## src/rtl/cp_irq_pkg.sv

```systemverilog
// Shared constants for the interrupt status/cause controller.
// Assumes a 32-bit register width throughout.
package cp_irq_pkg;
    localparam int unsigned XLEN = 32;
    // register select encodings
    localparam logic SEL_STATUS = 1'b0;
    localparam logic SEL_CAUSE  = 1'b1;
    // operation applied to Status in one cycle
    typedef enum logic [1:0] {
        SOP_NONE  = 2'd0,
        SOP_WRITE = 2'd1,
        SOP_EI    = 2'd2,
        SOP_DI    = 2'd3
    } status_op_e;
endpackage

```

## src/rtl/cp_irq_cause.sv

```systemverilog
// Cause register: holds the pending bits for the request lines.
// Order inside one cycle: a software write first, then request-line events,
// then the timer match, then the compare write (last one wins).
// Assumes req_num carries the line number and the line count fits in 32 bits.
module cp_irq_cause
    import cp_irq_pkg::*;
#(
    parameter int unsigned NUM_REQ    = 16,
    parameter int unsigned REQ_W      = 5,
    parameter int unsigned PEND_LSB   = 8,
    parameter int unsigned TIMER_LINE = 7,
    parameter logic [XLEN-1:0] WMASK  = 32'h00C0_0300,
    parameter logic [XLEN-1:0] KEEP   = 32'hB000_F87C
) (
    input  logic             clk,
    input  logic             rst_n,
    input  logic             wr_en,
    input  logic [XLEN-1:0]  wr_data,
    input  logic             req_valid,
    input  logic [REQ_W-1:0] req_num,
    input  logic             req_level,
    input  logic             tmr_match,
    input  logic             cmp_write,
    output logic [XLEN-1:0]  cause_q
);
    localparam int unsigned TIMER_BIT = PEND_LSB + TIMER_LINE;

    logic [NUM_REQ-1:0] line_hit;
    logic [XLEN-1:0]    after_wr;
    logic [XLEN-1:0]    cause_d;

    // one decoder comparator per request line
    for (genvar g = 0; g < NUM_REQ; g++) begin : g_line
        assign line_hit[g] = req_valid && (32'(req_num) == g);
    end

    // software write through the fixed masks
    always_comb begin
        after_wr = cause_q;
        if (wr_en) begin
            after_wr = (cause_q & KEEP) | (wr_data & WMASK);
        end
    end

    // hardware events layered on top of the software write
    always_comb begin
        cause_d = after_wr;
        for (int i = 0; i < NUM_REQ; i++) begin
            if (line_hit[i]) begin
                cause_d[PEND_LSB + i] = req_level;
            end
        end
        if (tmr_match) begin
            cause_d[TIMER_BIT] = 1'b1;
        end
        if (cmp_write) begin
            cause_d[TIMER_BIT] = 1'b0;
        end
    end

    // register update with synchronous reset
    always_ff @(posedge clk) begin
        if (!rst_n) begin
            cause_q <= '0;
        end else begin
            cause_q <= cause_d;
        end
    end
endmodule

```

## src/rtl/cp_irq_status.sv

```systemverilog
// Status register: global enable, enable mask and mode flags.
// Assumes at most one of wr_en / op_ei / op_di per cycle; if more arrive,
// write beats enable beats disable. Flag pulses are applied after the
// register operation: return first, then entry.
module cp_irq_status
    import cp_irq_pkg::*;
#(
    parameter logic [XLEN-1:0] WMASK     = 32'hFA78_FF01,
    parameter logic [XLEN-1:0] RESET_VAL = 32'h0000_0004,
    parameter int unsigned     IE_BIT    = 0,
    parameter int unsigned     EXL_BIT   = 1,
    parameter int unsigned     ERL_BIT   = 2
) (
    input  logic            clk,
    input  logic            rst_n,
    input  logic            wr_en,
    input  logic            op_ei,
    input  logic            op_di,
    input  logic [XLEN-1:0] wr_data,
    input  logic            exc_enter,
    input  logic            exc_return,
    output logic [XLEN-1:0] status_q
);
    localparam logic [XLEN-1:0] FLAG_MASK =
        (XLEN'(1) << EXL_BIT) | (XLEN'(1) << ERL_BIT);

    status_op_e      sop;
    logic [XLEN-1:0] after_op;
    logic [XLEN-1:0] status_d;

    // choose the single register operation for this cycle
    always_comb begin
        if (wr_en)      sop = SOP_WRITE;
        else if (op_ei) sop = SOP_EI;
        else if (op_di) sop = SOP_DI;
        else            sop = SOP_NONE;
    end

    // apply the register operation
    always_comb begin
        after_op = status_q;
        case (sop)
            SOP_WRITE: after_op = (wr_data & WMASK) | (status_q & FLAG_MASK);
            SOP_EI:    after_op[IE_BIT] = 1'b1;
            SOP_DI:    after_op[IE_BIT] = 1'b0;
            default:   after_op = status_q;
        endcase
    end

    // apply the exception-flag pulses after the operation
    always_comb begin
        status_d = after_op;
        if (exc_return) begin
            if (after_op[ERL_BIT]) status_d[ERL_BIT] = 1'b0;
            else                   status_d[EXL_BIT] = 1'b0;
        end
        if (exc_enter) begin
            status_d[EXL_BIT] = 1'b1;
        end
    end

    // register update with synchronous reset
    always_ff @(posedge clk) begin
        if (!rst_n) begin
            status_q <= RESET_VAL;
        end else begin
            status_q <= status_d;
        end
    end
endmodule

```

## src/rtl/cp_irq_gate.sv

```systemverilog
// Interrupt gate: masks the pending lines with their enables, then blocks the
// result on the global enable and the mode flags, and registers the outcome.
// Assumes its inputs come from registers, so irq_o lags them by one cycle.
module cp_irq_gate #(
    parameter int unsigned PEND_W = 8
) (
    input  logic              clk,
    input  logic              rst_n,
    input  logic [PEND_W-1:0] pend,
    input  logic [PEND_W-1:0] pend_en,
    input  logic              glob_en,
    input  logic              exl,
    input  logic              erl,
    input  logic              dbg_mode,
    output logic              irq_o
);
    logic [PEND_W-1:0] live;
    logic              any_live;
    logic              blocked;
    logic              raise;

    // per-line enable masking
    for (genvar g = 0; g < PEND_W; g++) begin : g_mask
        assign live[g] = pend[g] & pend_en[g];
    end

    // combine the lines and the gating terms
    always_comb begin
        any_live = |live;
        blocked  = !glob_en || exl || erl || dbg_mode;
        raise    = any_live && !blocked;
    end

    // registered request to the pipeline
    always_ff @(posedge clk) begin
        if (!rst_n) begin
            irq_o <= 1'b0;
        end else begin
            irq_o <= raise;
        end
    end
endmodule

```

## src/rtl/cp_irq_unit.sv

```systemverilog
// Top of the interrupt status/cause controller. Routes the register interface
// to the Status and Cause holders, feeds the gate and returns read data one
// cycle late. Assumes the caller issues at most one register operation a cycle.
module cp_irq_unit
    import cp_irq_pkg::*;
#(
    parameter int unsigned NUM_REQ      = 16,
    parameter int unsigned REQ_W        = 5,
    parameter int unsigned PEND_LSB     = 8,
    parameter int unsigned PEND_W       = 8,
    parameter int unsigned TIMER_LINE   = 7,
    parameter int unsigned IE_BIT       = 0,
    parameter int unsigned EXL_BIT      = 1,
    parameter int unsigned ERL_BIT      = 2,
    parameter logic [31:0] CAUSE_WMASK  = 32'h00C0_0300,
    parameter logic [31:0] CAUSE_KEEP   = 32'hB000_F87C,
    parameter logic [31:0] STATUS_WMASK = 32'hFA78_FF01,
    parameter logic [31:0] STATUS_RESET = 32'h0000_0004
) (
    input  logic             clk,
    input  logic             rst_n,
    input  logic             reg_sel,
    input  logic             wr_en,
    input  logic             op_ei,
    input  logic             op_di,
    input  logic [31:0]      wr_data,
    output logic [31:0]      rd_data,
    input  logic             req_valid,
    input  logic [REQ_W-1:0] req_num,
    input  logic             req_level,
    input  logic             tmr_match,
    input  logic             cmp_write,
    input  logic             exc_enter,
    input  logic             exc_return,
    input  logic             dbg_mode,
    output logic             irq_o
);
    logic [XLEN-1:0] status_w;
    logic [XLEN-1:0] cause_w;
    logic            cause_wr;
    logic            status_wr;

    // steer the write to the selected register
    always_comb begin
        cause_wr  = wr_en && (reg_sel == SEL_CAUSE);
        status_wr = wr_en && (reg_sel == SEL_STATUS);
    end

    cp_irq_cause #(
        .NUM_REQ    (NUM_REQ),
        .REQ_W      (REQ_W),
        .PEND_LSB   (PEND_LSB),
        .TIMER_LINE (TIMER_LINE),
        .WMASK      (CAUSE_WMASK),
        .KEEP       (CAUSE_KEEP)
    ) u_cause (
        .clk       (clk),
        .rst_n     (rst_n),
        .wr_en     (cause_wr),
        .wr_data   (wr_data),
        .req_valid (req_valid),
        .req_num   (req_num),
        .req_level (req_level),
        .tmr_match (tmr_match),
        .cmp_write (cmp_write),
        .cause_q   (cause_w)
    );

    cp_irq_status #(
        .WMASK     (STATUS_WMASK),
        .RESET_VAL (STATUS_RESET),
        .IE_BIT    (IE_BIT),
        .EXL_BIT   (EXL_BIT),
        .ERL_BIT   (ERL_BIT)
    ) u_status (
        .clk        (clk),
        .rst_n      (rst_n),
        .wr_en      (status_wr),
        .op_ei      (op_ei),
        .op_di      (op_di),
        .wr_data    (wr_data),
        .exc_enter  (exc_enter),
        .exc_return (exc_return),
        .status_q   (status_w)
    );

    cp_irq_gate #(
        .PEND_W (PEND_W)
    ) u_gate (
        .clk      (clk),
        .rst_n    (rst_n),
        .pend     (cause_w[PEND_LSB +: PEND_W]),
        .pend_en  (status_w[PEND_LSB +: PEND_W]),
        .glob_en  (status_w[IE_BIT]),
        .exl      (status_w[EXL_BIT]),
        .erl      (status_w[ERL_BIT]),
        .dbg_mode (dbg_mode),
        .irq_o    (irq_o)
    );

    // read data: old Status for enable/disable, otherwise the selected register
    always_ff @(posedge clk) begin
        if (!rst_n) begin
            rd_data <= '0;
        end else if (op_ei || op_di) begin
            rd_data <= status_w;
        end else begin
            rd_data <= (reg_sel == SEL_CAUSE) ? cause_w : status_w;
        end
    end
endmodule

```

## config.mk

```make
export PLATFORM = sky130hd
export DESIGN_NAME = cp_irq_unit
export DESIGN_NICKNAME = d
export VERILOG_FILES = /design/src/rtl/cp_irq_pkg.sv /design/src/rtl/cp_irq_cause.sv /design/src/rtl/cp_irq_status.sv /design/src/rtl/cp_irq_gate.sv /design/src/rtl/cp_irq_unit.sv
export SDC_FILE = /design/constraint.sdc
export NUM_CORES = 1
export LEC_CHECK = 0
export ABC_CLOCK_PERIOD_IN_PS = 1310
export BUFFER_PORTS_ARGS = -buffer_cell sky130_fd_sc_hd__buf_2
export CAP_MARGIN = 20
export CORE_MARGIN = 2
export CORE_UTILIZATION = 49
export CTS_CLUSTER_SIZE = 24
export DETAILED_ROUTE_END_ITERATION = 12
export PLACE_DENSITY = 0.84
export REMOVE_ABC_BUFFERS = 1
export SLEW_MARGIN = 0
export SYNTH_ARGS = -nofsm -noshare
export SYNTH_HDL_FRONTEND = slang
export SYNTH_SLANG_ARGS = --single-unit
```

## constraint.sdc

```tcl
create_clock -name clk -period 1.31 [get_ports clk]
set_input_delay 0.262 -clock clk [delete_from_list [all_inputs] [get_ports clk]]
set_output_delay 0.262 -clock clk [all_outputs]
set_load 0.02 [all_outputs]
```

==> results.toml <==
[worst_setup_path]
required_ns = 1.05
endpoint_kind = "primary output"
crit_chain = "buf_2"
crit_buf_inv = 1
cpPeakStageDelay_ns = 0.32
cp-start-kind = "flip-flop"
crit_type = "flip-flop to primary output"
critPathSlowestCell = "dfxtp_1"
critical_path.max_fanout = 1
crit_family = "flip-flops"
critPathArrivalTime_ns = 0.82

[grt]
grt_pass1_vias = 1893
antenna_found_initial = 0
grt_max_degree = 21
overflow = 0
grt_pass1_wl_um = 8470
grt_use_total_pct = 21.2

[final_layout]
layout-drive-gt1-share_pct = 27.2
diodes = 0
nets = 390
syn_to_final_growth_pct = 26.0
fillers = 404
layoutNonFillerInstCount = 412

[routing]
drc = 0
routed_via_density = 5.06
vias = 2084
drt_pass1_iterations = 4
wl_per_cell_um = 12.9
drt-initial-drc-count = 116
drtAntennaViolNets = 0
finalWirelength_um = 5310

[sta]
rsz0062_at_grt = "false"
fmax_ghz = 0.923
setup_viol = 0
worst_slack_ns = 0.227
post-route-period-util_pct = 82.7
drv_slew = 0
tns_ns = 0
skew_ns = 0.00689
hold_viol = 0
min_period_ns = 1.08

[floorplan]
die_h_um = 73.9
placementRows = 25
fp.dieArea_um2 = 5460
io-pin-count = 83
core_um2 = 4720
die_x_um = 73.9
start_util_pct = 50.6

[yosys]
synth.avg_cell_area_um2 = 8.83
yosys.area.top_type = "dfxtp_1"
yosysMostFrequentCell = "nand2_1"
async_flop_share_pct = 0
yosysTopAreaCellShare_pct = 52.7
seq_area_frac_synth_pct = 52.7
synth_warnings = 0
synthFlopType = "dfxtp_1"
syn_area_um2 = 2390
syn-instance-count = 271
yosysUniqueCellTypes = 32
synth_edf_count = 0
ys_top_cells_by_count = "nand2_1, dfxtp_1, a21oi_1, and3_1, mux2i_1"
synth_area_leaders = "dfxtp_1, nand2_1, a21oi_1, mux2i_1, and3_1"
synth-seq-cells = 63

[clock_tree]
cts_buffer_depth = 2
path_clk_slew_ns = 0.07
cts_resized = 0
cts_sinks = 63
clk_latency_ns = 0.34
cts_hold_buf = 0
cts_tree = "built"
cts_buffers = 9
post_cts_buffers = 0
root_buffer = "clkbuf_8"
htree_levels = 3

[placed_design]
place_worst_setup_slack_ns = 0.0581
placed_cells = 396
gp_congestion = 0.816
dpl.hpwl_um = 3750
port_buffers = 63

[power]
power_leakage_nw = 1.40
power.density_nw_per_um2 = 1380
vdd_drop_max_uv = 800

[job]
drv_cap = 0

[run_status]
status = "completed"

[min_path]
min_path_type = "input pin to flip-flop"
-- cell type report --
cell class / count / area (um2) / area share, %
Clock buffer: 10 / 128 / 4.23
Clock inverter: 6 / 85.1 / 2.82
Inverter: 4 / 15.0 / 0.498
Multi-Input combinational cell: 188 / 1020 / 33.8
Sequential cell: 63 / 1260 / 41.8
Tap cell: 67 / 83.8 / 2.78
Timing Repair Buffer: 74 / 423 / 14.0
-- worst paths after layout --
check,startpoint,end,slack [ns],cells past startpoint
setup / recovery,rd_data[21]$_SDFF_PN0_,rd_data[21],0.23,1
hold / removal,cmp_write,u_cause.cause_q[15]$_SDFFE_PP0P_,0.09,2
setup reg to reg,u_cause.cause_q[10]$_SDFFE_PN0P_,u_gate.irq_o$_SDFF_PN0_,0.23,3
hold reg to reg,u_status.status_q[25]$_SDFFE_PN0N_,u_status.status_q[25]$_SDFFE_PN0N_,0.46,2
-- cells in the final DEF (no fill, tap or decap), drive strengths merged --
master and n:
clkinvlp 2, and4b 1, conb 7, o21ai 2
nor2b 3, or3b 1, nand2 86, a22o 1
mux2i 13, dfxtp 63, bufinv 2, and3 14
a21bo 1, a211oi 1, nand2b 2, a22oi 2
nor3b 1, a311oi 2, a21boi 1, a221oi 5
nand4b 1, buf 74, a31oi 2, a21oi 33
clkbuf 10, clkinv 2, and4bb 2, and2 1
nor4b 1, inv 4, nor3 2, nor2 3
-- flip-flops by register name, summed over array words and instances, names as in the netlist --
name and flops:
rd_data 25, u_status.status_q 21, u_cause.cause_q 16, u_gate.irq_o 1
-- routing by layer --
metal	GRT usage, %	wire length [um]	vias up
met5	0	0	-
met4	14.9	153	0
met3	5.08	351	13
met2	34.1	2520	77
met1	24.7	2280	952
li1	-	-	1042
-- logic make-up (layout without fill, tap and decap cells) --
logic type             after synthesis  in the layout  share of synthesized area (%)
AND/OR/NAND/NOR                    118            118                           23.6
flip-flops                          63             63                           52.7
AO/OA/AOI/OAI                       50             50                           12.4
buffers and inverters               26             94                           5.65
multiplexers                        13             13                           5.44
other                                1              7                          0.157
-- through the flow --
stage / power (mW) / hold slack, ns / utilization [%] / cell area [um2]
after global placement: 2.40 / 0.438 / 59.3 / 2800
after CTS: 4.20 / 0.0782 / 63.8 / 3010
after floorplan: 2.23 / 0.338 / - / 2290
after detailed placement: 2.41 / 0.442 / 59.3 / 2800
after global routing: 4.31 / 0.0929 / 63.8 / 3010
final: 4.17 / 0.0894 / 63.8 / 3010
-- report_power, final --
group | internal [mW] | switching, mW
Sequential | 1.98 | 0.0309
Clock | 1.06 | 0.736
Combinational | 0.147 | 0.216
Total | 3.19 | 0.984
No activity file was read; power rests on OpenSTA's default activity.
